[src/rtl/mclk_div_pkg.sv]
package mclk_div_pkg;

  typedef enum logic {
    BASE_512 = 1'b0,
    BASE_384 = 1'b1
  } mclk_base_e;

  // Counter needs one bit more than the largest shift to hold both halves.
  function automatic int unsigned div_cnt_width(input int unsigned shift_max);
    return shift_max + 1;
  endfunction

endpackage

[src/rtl/mclk_code_decode.sv]
module mclk_code_decode
  import mclk_div_pkg::*;
#(
  parameter int unsigned SHIFT_MAX = 4,
  parameter int unsigned CODE_W    = 3
) (
  input  logic              base_sel,
  input  logic [CODE_W-1:0] code,
  output logic              code_ok
);

  localparam logic [CODE_W-1:0] LIM_512 = CODE_W'(SHIFT_MAX);
  localparam logic [CODE_W-1:0] LIM_384 = CODE_W'(SHIFT_MAX - 1);

  mclk_base_e base;

  always_comb begin
    base = mclk_base_e'(base_sel);
    if (base == BASE_384) code_ok = (code <= LIM_384);
    else                  code_ok = (code <= LIM_512);
  end

endmodule

[src/rtl/mclk_div_core.sv]
module mclk_div_core
  import mclk_div_pkg::*;
#(
  parameter int unsigned SHIFT_MAX = 4,
  parameter int unsigned CODE_W    = 3
) (
  input  logic              clk,
  input  logic              rst_n,
  input  logic              run,
  input  logic              gate,
  input  logic              code_ok,
  input  logic [CODE_W-1:0] code_in,
  output logic              mclk,
  output logic              active
);

  localparam int unsigned CNT_W = div_cnt_width(SHIFT_MAX);

  logic [CNT_W-1:0]  cnt_q, cnt_d;
  logic [CNT_W-1:0]  sel_vec, mask_vec;
  logic [CODE_W-1:0] code_q, code_d;
  logic              active_q, active_d;
  logic              mclk_q, mclk_d;
  logic              phase_hi, wrap, go, upd_en;

  // Per-bit select of the phase bit and of the bits that form one period.
  for (genvar gi = 0; gi < CNT_W; gi++) begin : g_bits
    assign sel_vec[gi]  = (code_q == CODE_W'(gi));
    assign mask_vec[gi] = (CODE_W'(gi) <= code_q);
  end

  assign phase_hi = |(cnt_q & sel_vec);
  assign wrap     = &(cnt_q | ~mask_vec);
  assign go       = run & ~gate & code_ok;
  assign upd_en   = active_q | go;

  always_comb begin
    cnt_d    = cnt_q;
    code_d   = code_q;
    active_d = active_q;
    if (!active_q) begin
      cnt_d = '0;
      if (go) begin
        active_d = 1'b1;
        code_d   = code_in;
      end
    end else if (!go && !phase_hi) begin
      active_d = 1'b0;
      cnt_d    = '0;
    end else if (wrap) begin
      cnt_d = '0;
      if (go) code_d = code_in;
      else    active_d = 1'b0;
    end else begin
      cnt_d = cnt_q + CNT_W'(1);
    end
    // Code only changes together with a counter restart, so sel_vec still applies.
    mclk_d = active_d & |(cnt_d & sel_vec);
  end

  always_ff @(posedge clk or negedge rst_n) begin
    if (!rst_n) begin
      cnt_q    <= '0;
      code_q   <= '0;
      active_q <= 1'b0;
      mclk_q   <= 1'b0;
    end else if (upd_en) begin
      cnt_q    <= cnt_d;
      code_q   <= code_d;
      active_q <= active_d;
      mclk_q   <= mclk_d;
    end
  end

  assign mclk   = mclk_q;
  assign active = active_q;

  AST_HIGH_NOT_CUT: assert property (@(posedge clk) disable iff (!rst_n)
    (active_q && phase_hi && !wrap) |=> mclk_q);

  AST_CODE_HELD: assert property (@(posedge clk) disable iff (!rst_n)
    (active_q && !wrap) |=> (code_q == $past(code_q)));

  AST_NO_START_GATED: assert property (@(posedge clk) disable iff (!rst_n)
    (!active_q && gate) |=> !active_q);

  AST_NO_START_ILLEGAL: assert property (@(posedge clk) disable iff (!rst_n)
    (!active_q && !code_ok) |=> (!active_q && !mclk_q));

  AST_LOW_STOP_PROMPT: assert property (@(posedge clk) disable iff (!rst_n)
    (active_q && !phase_hi && !go) |=> (!active_q && !mclk_q));

endmodule

[src/rtl/mclk_ratio_div.sv]
module mclk_ratio_div
  import mclk_div_pkg::*;
#(
  parameter int unsigned SHIFT_MAX = 4,
  parameter int unsigned CODE_W    = 3
) (
  input  logic              clk,
  input  logic              rst_n,
  input  logic              base_sel,
  input  logic [CODE_W-1:0] rate_code,
  input  logic              run,
  input  logic              gate,
  output logic              mclk,
  output logic              mclk_en,
  output logic              rate_err
);

  logic rst_meta_q, rst_sync_q;
  logic code_ok;
  logic err_q, err_d;

  // Asynchronous assert, synchronous release.
  always_ff @(posedge clk or negedge rst_n) begin
    if (!rst_n) begin
      rst_meta_q <= 1'b0;
      rst_sync_q <= 1'b0;
    end else begin
      rst_meta_q <= 1'b1;
      rst_sync_q <= rst_meta_q;
    end
  end

  mclk_code_decode #(
    .SHIFT_MAX (SHIFT_MAX),
    .CODE_W    (CODE_W)
  ) u_decode (
    .base_sel (base_sel),
    .code     (rate_code),
    .code_ok  (code_ok)
  );

  mclk_div_core #(
    .SHIFT_MAX (SHIFT_MAX),
    .CODE_W    (CODE_W)
  ) u_core (
    .clk     (clk),
    .rst_n   (rst_sync_q),
    .run     (run),
    .gate    (gate),
    .code_ok (code_ok),
    .code_in (rate_code),
    .mclk    (mclk),
    .active  (mclk_en)
  );

  always_comb err_d = ~code_ok;

  always_ff @(posedge clk or negedge rst_sync_q) begin
    if (!rst_sync_q) err_q <= 1'b0;
    else             err_q <= err_d;
  end

  assign rate_err = err_q;

  AST_ERR_RAISE: assert property (@(posedge clk) disable iff (!rst_sync_q)
    !code_ok |=> rate_err);

  AST_ERR_CLEAR: assert property (@(posedge clk) disable iff (!rst_sync_q)
    code_ok |=> !rate_err);

endmodule

[config.mk]
export PLATFORM = sky130hd
export DESIGN_NAME = mclk_ratio_div
export DESIGN_NICKNAME = d
export VERILOG_FILES = /design/src/rtl/mclk_div_pkg.sv /design/src/rtl/mclk_code_decode.sv /design/src/rtl/mclk_div_core.sv /design/src/rtl/mclk_ratio_div.sv
export SDC_FILE = /design/constraint.sdc
export NUM_CORES = 1
export LEC_CHECK = 0
export ABC_AREA = 1
export CORE_UTILIZATION = 50
export DETAILED_ROUTE_END_ITERATION = 7
export PLACE_DENSITY = 0.8
export REMOVE_ABC_BUFFERS = 1
export SLEW_MARGIN = 40
export SYNTH_ARGS = -nofsm -noshare
export SYNTH_HDL_FRONTEND = slang
export SYNTH_SLANG_ARGS = --single-unit
[constraint.sdc]
create_clock -name clk -period 0.8 [get_ports clk]
set_clock_uncertainty 0.15 [all_clocks]
set_input_delay 0.08 -clock clk [delete_from_list [all_inputs] [get_ports clk]]
set_output_delay 0.08 -clock clk [all_outputs]
set_load 0.02 [all_outputs]
==> qor.txt, run 1 <==
Fin util = 91.3%
DR iter-0 viols = 31
Area share of the largest cell type after synthesis = 42.4%
DRC viols = 0
Yosys reg bits = 13
Final period utilization = 214%
Clock Latency Late Sink = 0.30 ns
Reg2reg path depth = 10
Hold WS = -0.132 ns
Worst R2R Setup Slack = -0.91 ns
Failing checks = negative hold slack, negative setup slack
# IOs = 11
Routed wire length = 2620 um
Fin worst setup slack = -0.910 ns
R2r endpoint = u_core.mclk$_DFFE_PN0P_
Leading area contributor after synthesis = dfrtp_1
Switching share of power = 35.2%
Port Buf Inserts = 10
CP endpoint kind = flop
Final hold violation count = 2
Net Switching = 0.000650 W
Distinct cells, synth = 19
First-pass DRT Iterations = 4
Starting Density = 56.1%
Ys Warns = 0
Synthesized area per cell = 7.30 um2
CTS Hold Bufs = 1
Die W = 41.2 um
Die area = 1690 um2
Layout Nets = 151
Sequential share of power = 42.2%
Wire per inst = 16.8 um
Placer Congestion = 0.935
Num CTS Buffers = 3
Site Rows = 13
Worst reg2reg path startpoint = u_core.code_q[2]$_DFFE_PN0P_
Top post-synthesis cells by area = dfrtp_1 (42%), nand2_1 (9.3%), nand3_1 (7.8%)
# diodes = 0
Clock root buffer master = clkbuf_4
Largest net degree at the start of global routing = 12
Crit path launch = u_core.code_q[2]$_DFFE_PN0P_
Fraction of layout cells with a size suffix above 1 = 47.5%
Cell Area, Synth = 767 um2
GRT Resource Usage Total = 31.2%
Register area share after synthesis = 42.4%
Placed Instance Area = 1010 um2
Vias per inst = 5.81
Slew Limit Fails = 0
Clk sinks = 13
Clock Power Share = 24.5%
WP data required = 0.84 ns
Pwr/cell area = 1480 nW/um2
CTS tree = done
Die Ht = 41.2 um
Vias in the first global route = 740
Total number of vias = 907
Pleak = 0.646 nW
Fillers = 62
Hold Path Class = primary input to async pin
Gate power share = 33.4%
Area Overhead vs Synth = 62.6%
First-pass GRT wire length = 3290 um
RSZ-0062 raised after global routing = true
H-tree depth = 1
Crit path time final = 1.71 ns
Core ar. = 1370 um2
Worst EP arrival = 1.75 ns
Total congestion overflow = 0
Setup TNS = -8.97 ns
Fin area = 1250 um2
Hpwl dp = 1430 um
Internal = 0.00120 W
Max cap viols = 0
Worst setup SP type = flop
Crit Path Max Fanout = 5
WS Path Type = flop to flop
Worst VDD drop = 0.00132 V
Max clock buf depth = 2
Initial antenna violation count = 0
Worst Setup EP = u_core.mclk$_DFFE_PN0P_
DRT antenna net count = 0
Setup violations, final = 13
Worst-path clk slew = 0.10 ns
Syn Inst Count = 105
Outcome = finished, violations left
FMAX = 585 MHz
==> stage by stage <==
step / power, W / instances / setup slack (ns) / hold WS [ns]
CTS: 0.00172 / 154 / -0.791 / 0.00817
finish: 0.00185 / 156 / -0.910 / -0.132
detailed placement: 0.00118 / 147 / -0.879 / 0.00989
global route: 0.00191 / 156 / -1.07 / -0.120
global placement: 0.00116 / 147 / -0.854 / 0.00469
floorplan: 0.000951 / 105 / -0.709 / -0.366
==> registers in the layout, summed over array words and instances, names as in the netlist <==
signal / flops
u_core.code_q: 3
u_core.active: 1
u_core.mclk: 1
rst_sync_q: 1
rst_meta_q: 1
rate_err: 1
u_core.cnt_q: 5
==> worst min-delay path by stage <==
stage	from	to	slack [ns]	cells after the start
3_5_place_dp	rst_sync_q$_DFF_PN0_	u_core.code_q[1]$_DFFE_PN0P_	0.01	1
5_1_grt	rst_n	rst_sync_q$_DFF_PN0_	-0.12	1
3_3_place_gp	rst_sync_q$_DFF_PN0_	u_core.cnt_q[4]$_DFFE_PN0P_	0.005	1
4_1_cts	rst_sync_q$_DFF_PN0_	rate_err$_DFF_PN0_	0.008	1
2_1_floorplan	rst_n	rst_meta_q$_DFF_PN0_	-0.37	0
6_report	rst_n	rst_meta_q$_DFF_PN0_	-0.13	1
==> cells in the final DEF, fill, tap and decap left out, drive strengths merged, types with 3 or more instances in the layout <==
| master | n |
|---|---|
| nand2 | 21 |
| clkbuf | 4 |
| inv | 21 |
| clkdlybuf4s50 | 3 |
| buf | 25 |
| xor2 | 3 |
| nand4 | 3 |
| o21ai | 5 |
| dfrtp | 13 |
| nor2 | 16 |
| nand3 | 15 |
==> final cells by class <==
| cell class | count | area, um2 | area share (%) |
|---|---|---|---|
| Tap cell | 15 | 18.8 | 1.50 |
| Clock buffer | 4 | 26.3 | 2.11 |
| Inverter | 21 | 81.3 | 6.52 |
| Timing Repair Buffer | 32 | 300 | 24.1 |
| Sequential cell | 13 | 329 | 26.4 |
| Multi-Input combinational cell | 71 | 492 | 39.4 |
==> logic make-up after synthesis <==
family                   after synthesis  share of synthesized area (%)
AO/OA/AOI/OAI                          9                           6.20
adder cells (fa/ha/maj)                1                           1.63
XOR/XNOR                               3                           3.43
buffers and inverters                 21                           10.3
flip-flops                            13                           42.4
AND/OR/NAND/NOR                       57                           35.6
other                                  1                          0.489
==> cell usage after synthesis <==
cell,n
o21ai_1,1
nor3_1,2
nand4_1,3
o22ai_1,2
nor2_2,1
dfrtp_1,13
xor2_1,3
nor2_1,14
ha_1,1
a21oi_1,2
conb_1,1
o21ai_0,4
nand3_1,12
inv_2,5
nand3_2,3
inv_1,16
nand2_1,19
nor2_4,1
nand2_2,2
==> critical path, stage by stage (launching register included) <==
cell     delay [ns]
dfrtp_2        0.47
nor2_4         0.21
nor2_2         0.06
nor2_2         0.13
nand3_4        0.12
nand2_4        0.11
inv_2          0.04
nand3_2        0.08
nor2_1         0.04
nor2_1         0.10
nand3_1        0.07
==> power by group through the flow <==
stage | registers, W | logic [W] | clock network [W]
6_report | 0.000779 | 0.000617 | 0.000452
5_1_grt | 0.000780 | 0.000660 | 0.000475
4_1_cts | 0.000764 | 0.000509 | 0.000442
3_5_place_dp | 0.000762 | 0.000413 | 0
3_3_place_gp | 0.000758 | 0.000402 | 0
2_1_floorplan | 0.000784 | 0.000166 | 0
==> layer usage <==
metal	GRT usage, %	wire length (um)	vias to the layer above
li1	-	-	403
met1	33.9	987	416
met2	55.9	1310	71
met3	4.89	213	17
met4	18.5	111	0
met5	0	0	-
==> timing repair <==
action,4_1_cts,5_1_grt
setup buffers,2,3
cloned,0,0
gates resized for setup,42,22
pin swaps,8,13
hold endpoints to repair,2,2
setup endpoints to repair,14,16
No activity file was read; power rests on OpenSTA's default activity.
==> run 2, diff against run 1 <==
DONT_BUFFER_PORTS = 1   (was not set)
PLACE_DENSITY = 0.71   (was 0.8)
==> run 2 against run 1 <==
  * The run still ends with negative hold slack, negative setup slack left
  * Hold slack improved by 0.0079 ns
  * First-iteration DRC count is 13% higher
  * Largest power group unchanged
  * Fmax up 3.7%
  * Sequential share of layout area is 3.4 points higher
  * Clock power decreased by 7.1%
  * Global-route usage shrank 4.9 points
  * Largest cell class unchanged
  * Sequential power about the same
  * Non-clock buffer count fell by 7
==> qor.txt, run 2 (same netlist as run 1, synthesis figures left out) <==
Port Buf Inserts = 0
Die W = 41.2 um
Layout Nets = 144
Bufs and invs on worst path = 0
Max clock buf depth = 2
Setup violations, final = 13
Die Ht = 41.2 um
Starting Density = 56.1%
Most frequent CP cell = nor2_1
Crit-path cells = nor2_4 > nor2_1 > nor2_1 > nand3_2 > nand3_1 > nor2_1 > nand2_1 > nand2_1 > nor2_1 > nand3_1
GRT Resource Usage Total = 26.2%
FMAX = 606 MHz
Family with the most delay on the worst path = simple AND/OR/NAND/NOR gates
Total congestion overflow = 0
Clock root buffer master = clkbuf_4
Largest net degree at the start of global routing = 12
Pleak = 0.596 nW
Gate power share = 27.0%
RSZ-0062 raised after global routing = true
Max incr delay on CP = 0.43 ns
Placed Instance Area = 913 um2
Reg2reg path depth = 10
DR iter-0 viols = 35
DRT antenna net count = 0
Worst reg2reg path startpoint = u_core.code_q[1]$_DFFE_PN0P_
Fraction of layout cells with a size suffix above 1 = 38.8%
Crit path time final = 1.65 ns
Area Overhead vs Synth = 44.2%
Internal = 0.00110 W
Outcome = finished, violations left
Hpwl dp = 1350 um
H-tree depth = 1
First-pass GRT wire length = 2720 um
Worst EP arrival = 1.67 ns
Clock Power Share = 25.7%
Net Switching = 0.000541 W
CP endpoint kind = flop
Routed wire length = 2090 um
Biggest register = u_core.cnt_q
Fin area = 1110 um2
Vias per inst = 5.55
Final hold violation count = 6
# IOs = 11
Clk sinks = 13
WP data required = 0.83 ns
Initial antenna violation count = 0
Max FFs per register = 5
Wire per inst = 14.0 um
Worst-path clk slew = 0.09 ns
Critical-path top delay cell = dfrtp_1
Site Rows = 13
R2r endpoint = u_core.mclk$_DFFE_PN0P_
Crit Path Max Fanout = 6
DRC viols = 0
Num CTS Buffers = 3
Hold WS = -0.124 ns
Final period utilization = 206%
Vias in the first global route = 653
Sequential share of power = 47.4%
CTS tree = done
Commonest non-fill, non-tap cell in the layout = buf_4
First-pass DRT Iterations = 4
Pwr/cell area = 1480 nW/um2
Worst R2R Setup Slack = -0.85 ns
Slew Limit Fails = 0
Biggest regs = u_core.cnt_q x5, u_core.code_q x3
Total number of vias = 827
Core ar. = 1370 um2
Switching share of power = 33.0%
Max cap viols = 0
Worst setup SP type = flop
Failing checks = negative hold slack, negative setup slack
Leading cell types in the layout, fill and taps excluded = buf_4 (18), nand2_1 (15), inv_1 (14), nor2_1 (11), nand3_1 (11)
Hold Path Class = primary input to async pin
Die area = 1690 um2
Worst VDD drop = 0.00142 V
Placer Congestion = 0.909
Fin worst setup slack = -0.849 ns
Clock Latency Late Sink = 0.28 ns
WS Path Type = flop to flop
# diodes = 0
run 2: cell count changes in the layout (fill, tap and decap cells not counted), sizes merged:
cell / before / now
clkbuf: 4 / 3
clkdlybuf4s50: 3 / 0
dlymetal6s2s: 2 / 0
dlygate4sd2: 1 / 0
clkinv: 0 / 1
dlymetal6s4s: 0 / 2
dlygate4sd3: 1 / 2
buf: 25 / 21
run 2: worst reg2reg max path: cells and delay by family, from the launching register on:
kind	cells	cell delay (ns)
flops	1	0.43
simple gates	10	0.96
run 2: metrics by stage:
stage | utilization (%) | setup TNS, ns | std cells | total power [W] | worst slack [ns]
final | 81.0 | -8.15 | 149 | 0.00164 | -0.849
after global routing | 81.0 | -9.06 | 149 | 0.00171 | -0.931
after CTS | 75.5 | -7.92 | 148 | 0.00157 | -0.789
after detailed placement | 66.8 | -7.44 | 137 | 0.00109 | -0.859
after global placement | 66.8 | -6.91 | 137 | 0.00108 | -0.795
after floorplan | - | -5.81 | 105 | 0.000951 | -0.709
run 2: worst max-delay path by stage:
stage                                      start                      end  cells past startpoint
floorplan           u_core.code_q[2]$_DFFE_PN0P_  u_core.mclk$_DFFE_PN0P_                     10
global placement    u_core.code_q[2]$_DFFE_PN0P_  u_core.mclk$_DFFE_PN0P_                     10
detailed placement  u_core.code_q[2]$_DFFE_PN0P_  u_core.mclk$_DFFE_PN0P_                     10
CTS                 u_core.code_q[1]$_DFFE_PN0P_  u_core.mclk$_DFFE_PN0P_                     11
global route        u_core.code_q[1]$_DFFE_PN0P_  u_core.mclk$_DFFE_PN0P_                     10
finish              u_core.code_q[1]$_DFFE_PN0P_  u_core.mclk$_DFFE_PN0P_                     10
run 2: layout make-up:
cell class | instances | area, um2
Clock buffer | 3 | 22.5
Clock inverter | 1 | 5.00
Fill cell | 90 | 260
Inverter | 21 | 78.8
Multi-Input combinational cell | 71 | 429
Sequential cell | 13 | 329
Tap cell | 15 | 18.8
Timing Repair Buffer | 25 | 223
run 2: power by group through the flow:
stage / clock (W) / sequential [W] / combinational, W
final: 0.000420 / 0.000776 / 0.000442
after global routing: 0.000448 / 0.000783 / 0.000482
after CTS: 0.000414 / 0.000772 / 0.000384
after detailed placement: 0 / 0.000776 / 0.000316
after global placement: 0 / 0.000774 / 0.000307
after floorplan: 0 / 0.000784 / 0.000166
run 2: repair_timing:
action                     CTS  global route
setup buffers                3             1
pin swaps                    3             3
gates resized for setup      8            19
hold buffers                 4             1
hold endpoints to repair     7             4
setup endpoints to repair   13            14
run 2: layer usage:
layer,vias to the layer above,wire [um],track usage [%]
li1,388,-,-
met1,393,811,30.1
met2,38,1080,46.5
met3,8,141,8.15
met4,0,55,7.26
met5,-,0,0
